===== src/rtl/irqw_pkg.sv =====
package irqw_pkg;
  localparam logic [7:0] OFS_REV    = 8'h00;
  localparam logic [7:0] OFS_CTRL   = 8'h04;
  localparam logic [7:0] OFS_STAT   = 8'h08;
  localparam logic [7:0] OFS_SRC    = 8'h20;
  localparam logic [7:0] OFS_SSET   = 8'h24;
  localparam logic [7:0] OFS_SCLR   = 8'h28;
  localparam logic [7:0] OFS_MASK   = 8'h2C;
  localparam logic [7:0] OFS_MSET   = 8'h30;
  localparam logic [7:0] OFS_MCLR   = 8'h34;
  localparam logic [7:0] OFS_MASKED = 8'h38;
  localparam logic [7:0] OFS_EOI    = 8'h3C;
  localparam int TX_LSB   = 0;
  localparam int RX_BASE  = 8;   // receive endpoint 0 slot, never set
  localparam int CORE_LSB = 16;
  localparam int WORD_W   = 32;
endpackage


===== src/rtl/irqw_w1sc_reg.sv =====
module irqw_w1sc_reg #(
  parameter int          W     = 32,
  parameter logic [W-1:0] VALID = '1
) (
  input  logic         clk_i,
  input  logic         rst_ni,
  input  logic         srst_i,
  input  logic [W-1:0] set_i,
  input  logic [W-1:0] clr_i,
  input  logic [W-1:0] evt_i,
  output logic [W-1:0] q_o
);
  logic [W-1:0] q_q;

  always_ff @(posedge clk_i or negedge rst_ni) begin
    if (!rst_ni)     q_q <= '0;
    else if (srst_i) q_q <= '0;
    else             q_q <= (((q_q | set_i) & ~clr_i) | evt_i) & VALID;
  end

  assign q_o = q_q;

  assert_evt_wins_R4: assert property (@(posedge clk_i) disable iff (!rst_ni)
    (!srst_i && ((evt_i & VALID) != '0)) |=> ((q_q & $past(evt_i & VALID)) == $past(evt_i & VALID)));

  // write-one-to-clear for source and mask
  assert_w1c_clears_R5: assert property (@(posedge clk_i) disable iff (!rst_ni)
    (!srst_i && ((clr_i & ~evt_i) != '0)) |=> ((q_q & $past(clr_i & ~evt_i)) == '0));
endmodule


===== src/rtl/irqw_eoi_gate.sv =====
module irqw_eoi_gate #(
  parameter int W = 32
) (
  input  logic         clk_i,
  input  logic         rst_ni,
  input  logic         srst_i,
  input  logic         eoi_i,
  input  logic [W-1:0] masked_i,
  output logic         irq_o
);
  logic armed_q;

  assign irq_o = armed_q & (|masked_i);

  always_ff @(posedge clk_i or negedge rst_ni) begin
    if (!rst_ni)              armed_q <= 1'b1;
    else if (srst_i || eoi_i) armed_q <= 1'b1;
    else if (irq_o)           armed_q <= 1'b0;
  end

  assert_one_shot_R7: assert property (@(posedge clk_i) disable iff (!rst_ni)
    (irq_o && !eoi_i && !srst_i) |=> !irq_o);

  assert_needs_src_R7: assert property (@(posedge clk_i) disable iff (!rst_ni)
    irq_o |-> (masked_i != '0));

  assert_stay_low_R7: assert property (@(posedge clk_i) disable iff (!rst_ni)
    (!armed_q && !eoi_i && !srst_i) |=> !irq_o);
endmodule


===== src/rtl/usb_irq_wrap.sv =====
module usb_irq_wrap
  import irqw_pkg::*;
#(
  parameter int          N_TX   = 5,
  parameter int          N_RX   = 4,
  parameter int          N_CORE = 8,
  parameter logic [31:0] REV_ID = 32'h4EA1_0001
) (
  input  logic              clk_i,
  input  logic              rst_ni,
  input  logic [7:0]        addr_i,
  input  logic              wr_en_i,
  input  logic [31:0]       wdata_i,
  output logic [31:0]       rdata_o,
  input  logic [N_TX-1:0]   tx_evt_i,
  input  logic [N_RX-1:0]   rx_evt_i,
  input  logic [N_CORE-1:0] core_evt_i,
  input  logic              drvvbus_i,
  output logic              irq_o,
  output logic              soft_rst_o
);
  localparam int RX_LSB  = RX_BASE + 1;
  localparam int DRV_BIT = CORE_LSB + N_CORE;
  localparam logic [WORD_W-1:0] VALID =
      ((((WORD_W)'(1) << N_TX) - 1) << TX_LSB) |
      ((((WORD_W)'(1) << N_RX) - 1) << RX_LSB) |
      ((((WORD_W)'(1) << N_CORE) - 1) << CORE_LSB) |
      ((WORD_W)'(1) << DRV_BIT);

  logic              ctrl_q, drv_q, srst;
  logic [WORD_W-1:0] evt, src, mask, masked;
  logic [WORD_W-1:0] src_set, src_clr, msk_set, msk_clr;
  logic              eoi_wr;

  assign srst       = ctrl_q;
  assign soft_rst_o = ctrl_q;

  always_ff @(posedge clk_i or negedge rst_ni) begin
    if (!rst_ni) begin
      ctrl_q <= 1'b0;
      drv_q  <= 1'b0;
    end else begin
      drv_q <= drvvbus_i;
      if (srst)                                ctrl_q <= 1'b0;
      else if (wr_en_i && addr_i == OFS_CTRL)  ctrl_q <= wdata_i[0];
    end
  end

  always_comb begin
    evt = '0;
    evt[TX_LSB +: N_TX]     = tx_evt_i;
    evt[RX_LSB +: N_RX]     = rx_evt_i;
    evt[CORE_LSB +: N_CORE] = core_evt_i;
    evt[DRV_BIT]            = drvvbus_i ^ drv_q;
  end

  assign src_set = (wr_en_i && addr_i == OFS_SSET) ? wdata_i : '0;
  assign src_clr = (wr_en_i && addr_i == OFS_SCLR) ? wdata_i : '0;
  assign msk_set = (wr_en_i && addr_i == OFS_MSET) ? wdata_i : '0;
  assign msk_clr = (wr_en_i && addr_i == OFS_MCLR) ? wdata_i : '0;
  assign eoi_wr  = wr_en_i && addr_i == OFS_EOI;

  irqw_w1sc_reg #(.W(WORD_W), .VALID(VALID)) u_src (
    .clk_i, .rst_ni, .srst_i(srst),
    .set_i(src_set), .clr_i(src_clr), .evt_i(evt), .q_o(src)
  );

  irqw_w1sc_reg #(.W(WORD_W), .VALID(VALID)) u_mask (
    .clk_i, .rst_ni, .srst_i(srst),
    .set_i(msk_set), .clr_i(msk_clr), .evt_i('0), .q_o(mask)
  );

  assign masked = src & mask;

  irqw_eoi_gate #(.W(WORD_W)) u_eoi (
    .clk_i, .rst_ni, .srst_i(srst), .eoi_i(eoi_wr),
    .masked_i(masked), .irq_o
  );

  always_comb begin
    unique case (addr_i)
      OFS_REV:    rdata_o = REV_ID;
      OFS_CTRL:   rdata_o = {31'b0, ctrl_q};
      OFS_STAT:   rdata_o = {31'b0, drvvbus_i};
      OFS_SRC:    rdata_o = src;
      OFS_MASK:   rdata_o = mask;
      OFS_MASKED: rdata_o = masked;
      default:    rdata_o = '0;
    endcase
  end

  assert_srst_clears_R8: assert property (@(posedge clk_i) disable iff (!rst_ni)
    soft_rst_o |=> (src == '0 && mask == '0 && !soft_rst_o));

  assert_no_stray_bits_R2: assert property (@(posedge clk_i) disable iff (!rst_ni)
    (rdata_o != '0 && addr_i == OFS_SRC) |-> ((rdata_o & ~VALID) == '0));

  assert_drv_edge_R9: assert property (@(posedge clk_i) disable iff (!rst_ni)
    (drvvbus_i != drv_q && !srst) |=> src[DRV_BIT]);
endmodule


===== config.mk =====
export PLATFORM = sky130hd
export DESIGN_NAME = usb_irq_wrap
export DESIGN_NICKNAME = d
export VERILOG_FILES = /design/src/rtl/irqw_pkg.sv /design/src/rtl/irqw_w1sc_reg.sv /design/src/rtl/irqw_eoi_gate.sv /design/src/rtl/usb_irq_wrap.sv
export SDC_FILE = /design/constraint.sdc
export NUM_CORES = 1
export LEC_CHECK = 0
export BUFFER_PORTS_ARGS = -buffer_cell sky130_fd_sc_hd__clkbuf_2
export CAP_MARGIN = 20
export CORE_UTILIZATION = 30
export CTS_CLUSTER_DIAMETER = 200
export DETAILED_ROUTE_END_ITERATION = 8
export GPL_ROUTABILITY_DRIVEN = 0
export PLACE_DENSITY_LB_ADDON = 0.05
export SYNTH_ARGS = -nofsm -noshare
export SYNTH_HDL_FRONTEND = slang
export SYNTH_SLANG_ARGS = --single-unit

===== constraint.sdc =====
create_clock -name clk_i -period 1.79 [get_ports clk_i]
set_input_delay 0.2685 -clock clk_i [delete_from_list [all_inputs] [get_ports clk_i]]
set_output_delay 0.2685 -clock clk_i [all_outputs]
set_load 0.01 [all_outputs]

# [Word-level counts from Yosys, hierarchy flattened]
# Cells that the tools add are included.
[classes] muxes=11 n_bitwise=10 eq_ne=10 n_reduce_logical=10
[op_table] operator="$pmux W31 S6" count=1
[op_table] operator="$mux W25" count=6
[op_table] operator="$and A25 B25 Y25" count=3
[op_table] operator="$or A25 B25 Y25" count=3
[op_table] operator="$eq A8 B6 Y1 const B" count=8
[op_table] operator="$not A25 Y25" count=2
[op_table] operator="$reduce_or A32 Y1" count=1
[op_table] operator="$eq A8 B3 Y1 const B" count=1
[op_table] operator="$eq A8 B4 Y1 const B" count=1
[op_table] operator="$logic_not A8 Y1" count=1
[op_table] operator="$logic_and A1 B1 Y1" count=6
[op_table] operator="$mux W1" count=4
[op_table] operator="$reduce_bool A2 Y1" count=1
[op_table] operator="$and A1 B1 Y1" count=1
[op_table] operator="$logic_or A1 B1 Y1" count=1
[op_table] operator="$xor A1 B1 Y1" count=1
[word_totals] output_inout_bits=34 wordCells=46 reg_bits=53 inputBits=61

# [Longest topological paths before layout]
# Gate-level depths: netlist (run 1).
[logic_depth] word_depth=7 depth_mapped=6 ltp_nobuf=4

# [Modules after synthesis]
# Synthesis (run 1) repeated with hierarchy kept, for this count alone.
[hier_totals] cells_unflattened=472 area_unflattened_um2=3937.5
[by_module_without_submodules] module="usb_irq_wrap" cells_each=279 area_each_um2=1958.1 n_inst=1
[by_module_without_submodules] module="irqw_w1sc_reg" cells_each=89 area_each_um2=928.4 n_inst=2
[by_module_without_submodules] module="irqw_eoi_gate" cells_each=15 area_each_um2=122.6 n_inst=1

# [Least setup slack after synthesis (run 1)]
# No wires, ideal clock.
[synth_path] path_type="in2out" start="in addr_i[4]" end="out rdata_o[16]" path_buffers=1 cell_stages=4 required_ps=1521 arrival_ps=1307 setup_slack_ps=215 cell_sequence="nor4_1 > and3_1 > clkbuf_1 > a221o_1"
[synth_between] elab_chain_cells=2 elab_cells_between_ends=7
[synth_lines] item="from (decl)" line_no="usb_irq_wrap.sv:11" text="input logic [7:0] addr_i,"
[synth_lines] item="$eq A8 B6 Y1, or another cell as far along" line_no="usb_irq_wrap.sv:81" text="unique case (addr_i)"
[synth_lines] item="$pmux W31 S6 (*)" line_no="usb_irq_wrap.sv:81"
[synth_lines] item="to (decl)" line_no="usb_irq_wrap.sv:14" text="output logic [31:0] rdata_o,"
# Every way passes the cells marked *; elsewhere a longest branch is shown, timed or not.

# [Final worst setup path (run 1)]
[layout_path] start="reg u_mask.q_q[16], in the netlist u_mask.q_o[16]" end="out irq_o"
[layout_between] elab_chain_cells=3
[layout_lines] item="from (decl)" line_no="irqw_w1sc_reg.sv:13" text="logic [W-1:0] q_q;"
[layout_lines] item="from (signal assigned)" line_no="irqw_w1sc_reg.sv:18" text="else q_q <= (((q_q | set_i) & ~clr_i) | evt_i) & VALID;"
[layout_lines] item="$and A25 B25 Y25" line_no="usb_irq_wrap.sv:73" text="assign masked = src & mask;"
[layout_lines] item="$reduce_or A32 Y1" line_no="irqw_eoi_gate.sv:13" text="assign irq_o = armed_q & (|masked_i);"
[layout_lines] item="$and A1 B1 Y1" line_no="irqw_eoi_gate.sv:13"
[layout_lines] item="to (decl)" line_no="usb_irq_wrap.sv:19" text="output logic irq_o,"
# No other way between the ends.

==> out/qor.yml, run 1 <==
hold_slack_ns: 0.04361
portBuffers: 70
fin_crit_sh_pct: 101.2
slew_headroom_pct: 63.86
clock_latency_ns: 0.29
cp.required_ns: 1.52
drive_gt1_share_pct: 42.81
period_needed_ns: 1.811
antenna_found_initial: 0
slew_violations: 0
die_h_um: 94.11
seq_area_frac_synth_pct: 38.40
diodes: 0
ys_warn_count: 0
regArea_um2: 977.2
drt-initial-drc-count: 79
final_antenna_net_count: 0
dpl.hpwl_um: 5357
violations: "setup timing"
synth_edf_count: 0
dp_slack_ns: -0.1208
rsz0062_at_grt: "true"
hold_buffers: 0
grt_first_pass_wirelength_um: 12670
boundaryPins: 95
hold_class: "input pin to asynchronous set/reset pin"
cts_buffer_depth: 2
setup_ws_ns: -0.02127
grt_pass1_vias: 2360
numCtsBuffers: 5
startpoint_type: "flop"
drc_errors: 0
synth_ff_type: "dfrtp_1"
status: "complete, but fails checks"
layout_commonest_cell: "clkbuf_2"
crit_arrival_ns: 1.54
clk_root_buffer_cell: "clkbuf_8"
final_core_util_pct: 40.38
htreeDepth: 2
synth_seq_cells: 39
cts_tree: "done"
grt_start_max_net_pins: 40
async_reset_ff_share_pct: 100.0
overflow: 0
area_growth_pct: 30.38
hold_viol_final: 0
rows: 33
crit_fanout: 4
grtUsageTotal_pct: 18.96
power_mw: 1.773
multi_input_area_um2: 1409
start_util_pct: 30.97
die_w_um: 94.11
fillers: 860
finClkSkew_ns: 0.01307
syn_inst: 244
ir_drop_mv: 0.2985
power_density_nw_per_um2: 534.2
via_count: 2302
max_freq_mhz: 552.1
yosysUniqueCellTypes: 39
setup_viol: 8
cap_violations: 0
instances_no_fill: 432
dp.cells: 417
dieArea_um2: 8856
synth_area_um2: 2545
critical_path_class: "flop to primary output"
crit_path_end_kind: "primary output"
via_per_inst: 5.329
cts_sinks: 39
dr.pass1.iters: 4
power.leakage_nw: 1.558
tightest_slew_ns: 0.5422
layout_common_cells: "50 x clkbuf_2, 38 x dfrtp_1, 35 x a21oi_1"
fin_nets: 387
path_clk_slew_ns: 0.09
core_um2: 8217
wl_um: 8051
syn_area_per_cell_um2: 10.43
avgRoutedWirePerCell_um: 18.64
-- timing repair --
item / CTS / global route
buffers inserted: 4 / 2
gates resized for setup: 12 / 23
setup endpoints to repair: 19 / 41
hold endpoints to repair: 0 / 0
cloned: 0 / 2
pin swaps: 3 / 4
-- power breakdown --
group	total, mW	switching [mW]	internal, mW
logic	0.261	0.147	0.114
registers	0.926	0.0232	0.903
clock network	0.586	0.308	0.278
-- cell families after synthesis --
family | Yosys count | share of synthesized area [%]
AO/OA/AOI/OAI | 140 | 43.66
AND/OR/NAND/NOR | 28 | 7.326
flip-flops | 39 | 38.40
buffers and inverters | 35 | 10.13
XOR/XNOR | 1 | 0.3442
other | 1 | 0.1474
-- cell usage after synthesis (5+ instances only) --
| cell | n | area share, % |
|---|---|---|
| a211oi_1 | 8 | 2.4 |
| a21oi_1 | 36 | 7.1 |
| a41oi_1 | 18 | 6.2 |
| a22oi_1 | 8 | 2.4 |
| o21ba_1 | 10 | 3.9 |
| buf_2 | 5 | 0.98 |
| buf_4 | 19 | 5.6 |
| nand2_1 | 8 | 1.2 |
| a22o_1 | 14 | 4.8 |
| o21ba_2 | 7 | 2.8 |
| clkbuf_1 | 5 | 0.74 |
| a211oi_2 | 10 | 4.9 |
| buf_6 | 5 | 2.2 |
| and3_1 | 5 | 1.2 |
| a21o_1 | 18 | 5.3 |
| dfrtp_1 | 38 | 37 |
-- critical path: stages (launching register included) --
cell and delay (ns):
dfrtp_1 0.42, a22oi_2 0.22, nand2_1 0.10, nor3_2 0.24, a21boi_1 0.12, clkbuf_2 0.14
-- cell type report --
cell class,instances,area share (%)
multi-input combinational,179,42.46
sequential,39,29.45
timing repair buffer,101,21.72
tap,105,3.959
clock buffer,8,2.413
-- through the flow --
step | setup TNS, ns | cell area (um^2)
global placement | -2.384 | 3072
detailed placement | -2.535 | 3072
global route | -1.407 | 3318
finish | -0.07833 | 3318
CTS | -0.04834 | 3243
floorplan | 0 | 2579
-- state kept, by name, summed over array words and instances, names as in the netlist --
register	count
u_mask.q_o	18
soft_rst_o	1
drv_q	1
u_eoi.armed_q	1
u_src.q_o	18
-- metal layers --
| layer | vias to the layer above | GRT usage, % | wire (um) |
|---|---|---|---|
| met5 | - | 0 | 0 |
| met4 | 0 | 3.462 | 24 |
| met3 | 2 | 3.236 | 302 |
| met2 | 55 | 31.63 | 3926 |
| met1 | 1131 | 25.80 | 3797 |
| li1 | 1114 | - | - |
-- final timing paths --
| check | startpoint | cells past startpoint | endpoint | slack [ns] |
|---|---|---|---|---|
| worst max-delay path | u_mask.q_o[16]$_DFF_PN0_ | 5 | irq_o | -0.02 |
| worst min-delay path | rst_ni | 2 | soft_rst_o$_DFF_PN0_ | 0.04 |
| worst max register to register | u_mask.q_o[16]$_DFF_PN0_ | 4 | u_eoi.armed_q$_DFFE_PN1P_ | 0.55 |
| worst min register to register | drv_q$_DFF_PN0_ | 2 | u_src.q_o[24]$_DFF_PN0_ | 0.55 |
| max in group asynchronous | rst_ni | 2 | u_eoi.armed_q$_DFFE_PN1P_ | 1.36 |
| min in group clk_i | drvvbus_i | 1 | drv_q$_DFF_PN0_ | 0.15 |
No activity file was read; power rests on OpenSTA's default activity.
==> run 2, diff against run 1 <==
--- a/config.mk
+++ b/config.mk
@@ -5,13 +5,14 @@
 export SDC_FILE = /design/constraint.sdc
 export NUM_CORES = 1
 export LEC_CHECK = 0
-export BUFFER_PORTS_ARGS = -buffer_cell sky130_fd_sc_hd__clkbuf_2
+export BUFFER_PORTS_ARGS = -buffer_cell sky130_fd_sc_hd__buf_2
 export CAP_MARGIN = 20
-export CORE_UTILIZATION = 30
+export CORE_UTILIZATION = 40
 export CTS_CLUSTER_DIAMETER = 200
 export DETAILED_ROUTE_END_ITERATION = 8
 export GPL_ROUTABILITY_DRIVEN = 0
 export PLACE_DENSITY_LB_ADDON = 0.05
+export SKIP_LAST_GASP = 1
 export SYNTH_ARGS = -nofsm -noshare
 export SYNTH_HDL_FRONTEND = slang
 export SYNTH_SLANG_ARGS = --single-unit
==> run 2 against run 1 <==
Compared with the run above:
- setup slack better by 0.018 ns
- the run still ends with setup timing left
- sequential share of layout area down 0.33 points
- critical endpoint is now rdata_o[20]
- critical path depth up 2
- die area down 25%
- non-clock buffer count up 4
- clock power up 50%
==> out/qor.yml, run 2 (synthesis gave the netlist of run 1 again) <==
avgRoutedWirePerCell_um: 18.69  # +0.31%
grt_first_pass_wirelength_um: 11190  # -12%
grt_pass1_vias: 2130  # -9.7%
switchingPower_mw: 0.4979  # +4.1%
worstHoldStart: "drvvbus_i"
crit_fanout: 5  # +1
numCtsBuffers: 5  # unchanged
switching_share_pct: 23.87  # -3.1 points
boundaryPins: 95  # unchanged
power_mw: 2.086  # +18%
r2r_end: "u_eoi.armed_q$_DFFE_PN1P_"
fin_nets: 391  # +1.0%
die_h_um: 81.77  # -13%
violations: "setup timing"
seqPwrFrac_pct: 44.4  # -7.8 points
power_frac_comb_pct: 13.5  # -1.2 points
finClkSkew_ns: 0.01276  # -0.0003126 ns
hold_viol_final: 0  # unchanged
dieArea_um2: 6686  # -25%
hold_end: "drv_q$_DFF_PN0_"
core_um2: 6026  # -27%
wl_um: 7590  # -5.7%
dr.pass1.iters: 4  # unchanged
setup_ws_ns: -0.003313  # +0.01795 ns
clockPowerShare_pct: 42.1  # +9.0 points
setup_viol: 1  # -7
crit_path_end_kind: "primary output"
fin_crit_sh_pct: 100.2  # -1.0 points
ff2ff_path_depth: 4  # unchanged
layout_common_cells: "67 x buf_2, 38 x dfrtp_1, 36 x a21oi_1"
status: "complete, but fails checks"
final_core_util_pct: 55.69  # +15 points
ir_drop_mv: 0.3958  # +33%
overflow: 0  # unchanged
hold_depth: 1
critical_path_class: "input pin to primary output"
cp.required_ns: 1.52  # about the same
final_antenna_net_count: 0  # unchanged
htreeDepth: 2  # unchanged
dpl.hpwl_um: 5086  # -5.1%
drt-initial-drc-count: 166  # +110%
area_growth_pct: 31.86
max_freq_mhz: 557.6  # +1.0%
cts_tree: "done"
grtUsageTotal_pct: 22.67  # +3.7 points
cts_buffer_depth: 2  # unchanged
hold_class: "input pin to flop"
diodes: 0  # unchanged
slew_violations: 0  # unchanged
rows: 28  # -15%
reg2reg_from: "u_src.q_o[18]$_DFF_PN0_"
tns_ns: -0.003313  # +0.07501 ns
dp.cells: 388  # -7.0%
start_util_pct: 42.23  # +11 points
ff2ff_setup_slack_ns: 0.57  # +0.02 ns
drc_errors: 0  # unchanged
clock_latency_ns: 0.29  # about the same
portBuffers: 70  # unchanged
cts_sinks: 39  # unchanged
clk_root_buffer_cell: "clkbuf_8"
p_int_mw: 1.588  # +23%
instances_no_fill: 406  # -6.0%
drive_gt1_share_pct: 43.20  # +0.39 points
power.leakage_nw: 1.605  # +3.0%
antenna_found_initial: 0  # unchanged
grt_start_max_net_pins: 26  # -35%
power_density_nw_per_um2: 621.5  # +16%
crit_arrival_ns: 1.52  # -0.02 ns
rsz0062_at_grt: "true"
cap_violations: 0  # unchanged
layout_commonest_cell: "buf_2"
via_per_inst: 5.690  # +6.8%
hold_slack_ns: 0.1449  # +0.1013 ns
via_count: 2310  # +0.35%
period_needed_ns: 1.793  # -0.01795 ns
path_clk_slew_ns: 0.08  # about the same
die_w_um: 81.77  # -13%
startpoint_type: "input pin"
## run 2: cell types whose count changed in the layout (fill, tap and decap cells not counted), moves of 2 or more
| cell | before | now |
|---|---|---|
| clkbuf_1 | 3 | 1 |
| buf_4 | 22 | 24 |
| buf_2 | 18 | 67 |
| bufinv_16 | 0 | 2 |
| clkbuf_2 | 50 | 0 |
| buf_6 | 0 | 5 |
| buf_8 | 3 | 1 |
## run 2: worst max path at each step
| stage | startpoint | to | slack (ns) | cells past startpoint |
|---|---|---|---|---|
| detailed placement | addr_i[4] | u_src.q_o[23]$_DFF_PN0_ | -0.1 | 7 |
| floorplan | addr_i[4] | rdata_o[16] | 0.21 | 4 |
| global route | addr_i[4] | rdata_o[24] | -0.07 | 7 |
| global placement | addr_i[4] | u_src.q_o[19]$_DFF_PN0_ | -0.09 | 7 |
| finish | addr_i[4] | rdata_o[20] | -0.003 | 7 |
| CTS | addr_i[6] | rdata_o[22] | -0.02 | 7 |
## run 2: final cells by class
cell class                 instances  area (um^2)
fill                             550         2670
multi-input combinational        179         1405
sequential                        39        977.2
timing repair buffer             105        747.0
tap                               75        93.84
clock buffer                       6        72.57
clock inverter                     2        60.06
## run 2: through the flow
step,worst slack (ns),instance area [um^2]
3_3_place_gp,-0.09301,3029
6_report,-0.003313,3356
3_5_place_dp,-0.09516,3029
2_1_floorplan,0.2145,2579
5_1_grt,-0.06807,3356
4_1_cts,-0.01848,3212
## run 2: power by group through the flow
stage | logic (mW) | registers [mW] | clock network, mW
floorplan | 0.119 | 0.936 | 0
global placement | 0.247 | 0.941 | 0
detailed placement | 0.249 | 0.942 | 0
CTS | 0.270 | 0.926 | 0.889
global route | 0.307 | 0.929 | 0.928
finish | 0.283 | 0.926 | 0.877
## run 2: layer usage
layer	vias to the layer above	share of wire, %	GRT usage (%)
li1	1126	-	-
met1	1102	46	30.35
met2	74	48	38.35
met3	8	4.4	3.889
met4	0	1.2	4.386
met5	-	0	0
## run 2: critical path, cell delays in order
cell and delay, ns:
buf_8 0.10, nor4b_4 0.35, and3_4 0.32, buf_12 0.13, a21o_1 0.08, a22o_1 0.14
buf_2 0.14
## run 2: repair_timing
item	CTS	global route
hold buffers	1	0
pin swaps	5	9
endpoints found under the setup margin	19	19
setup buffers	2	4
hold endpoints to repair	15	0
cloned	0	4
resized for setup	9	16
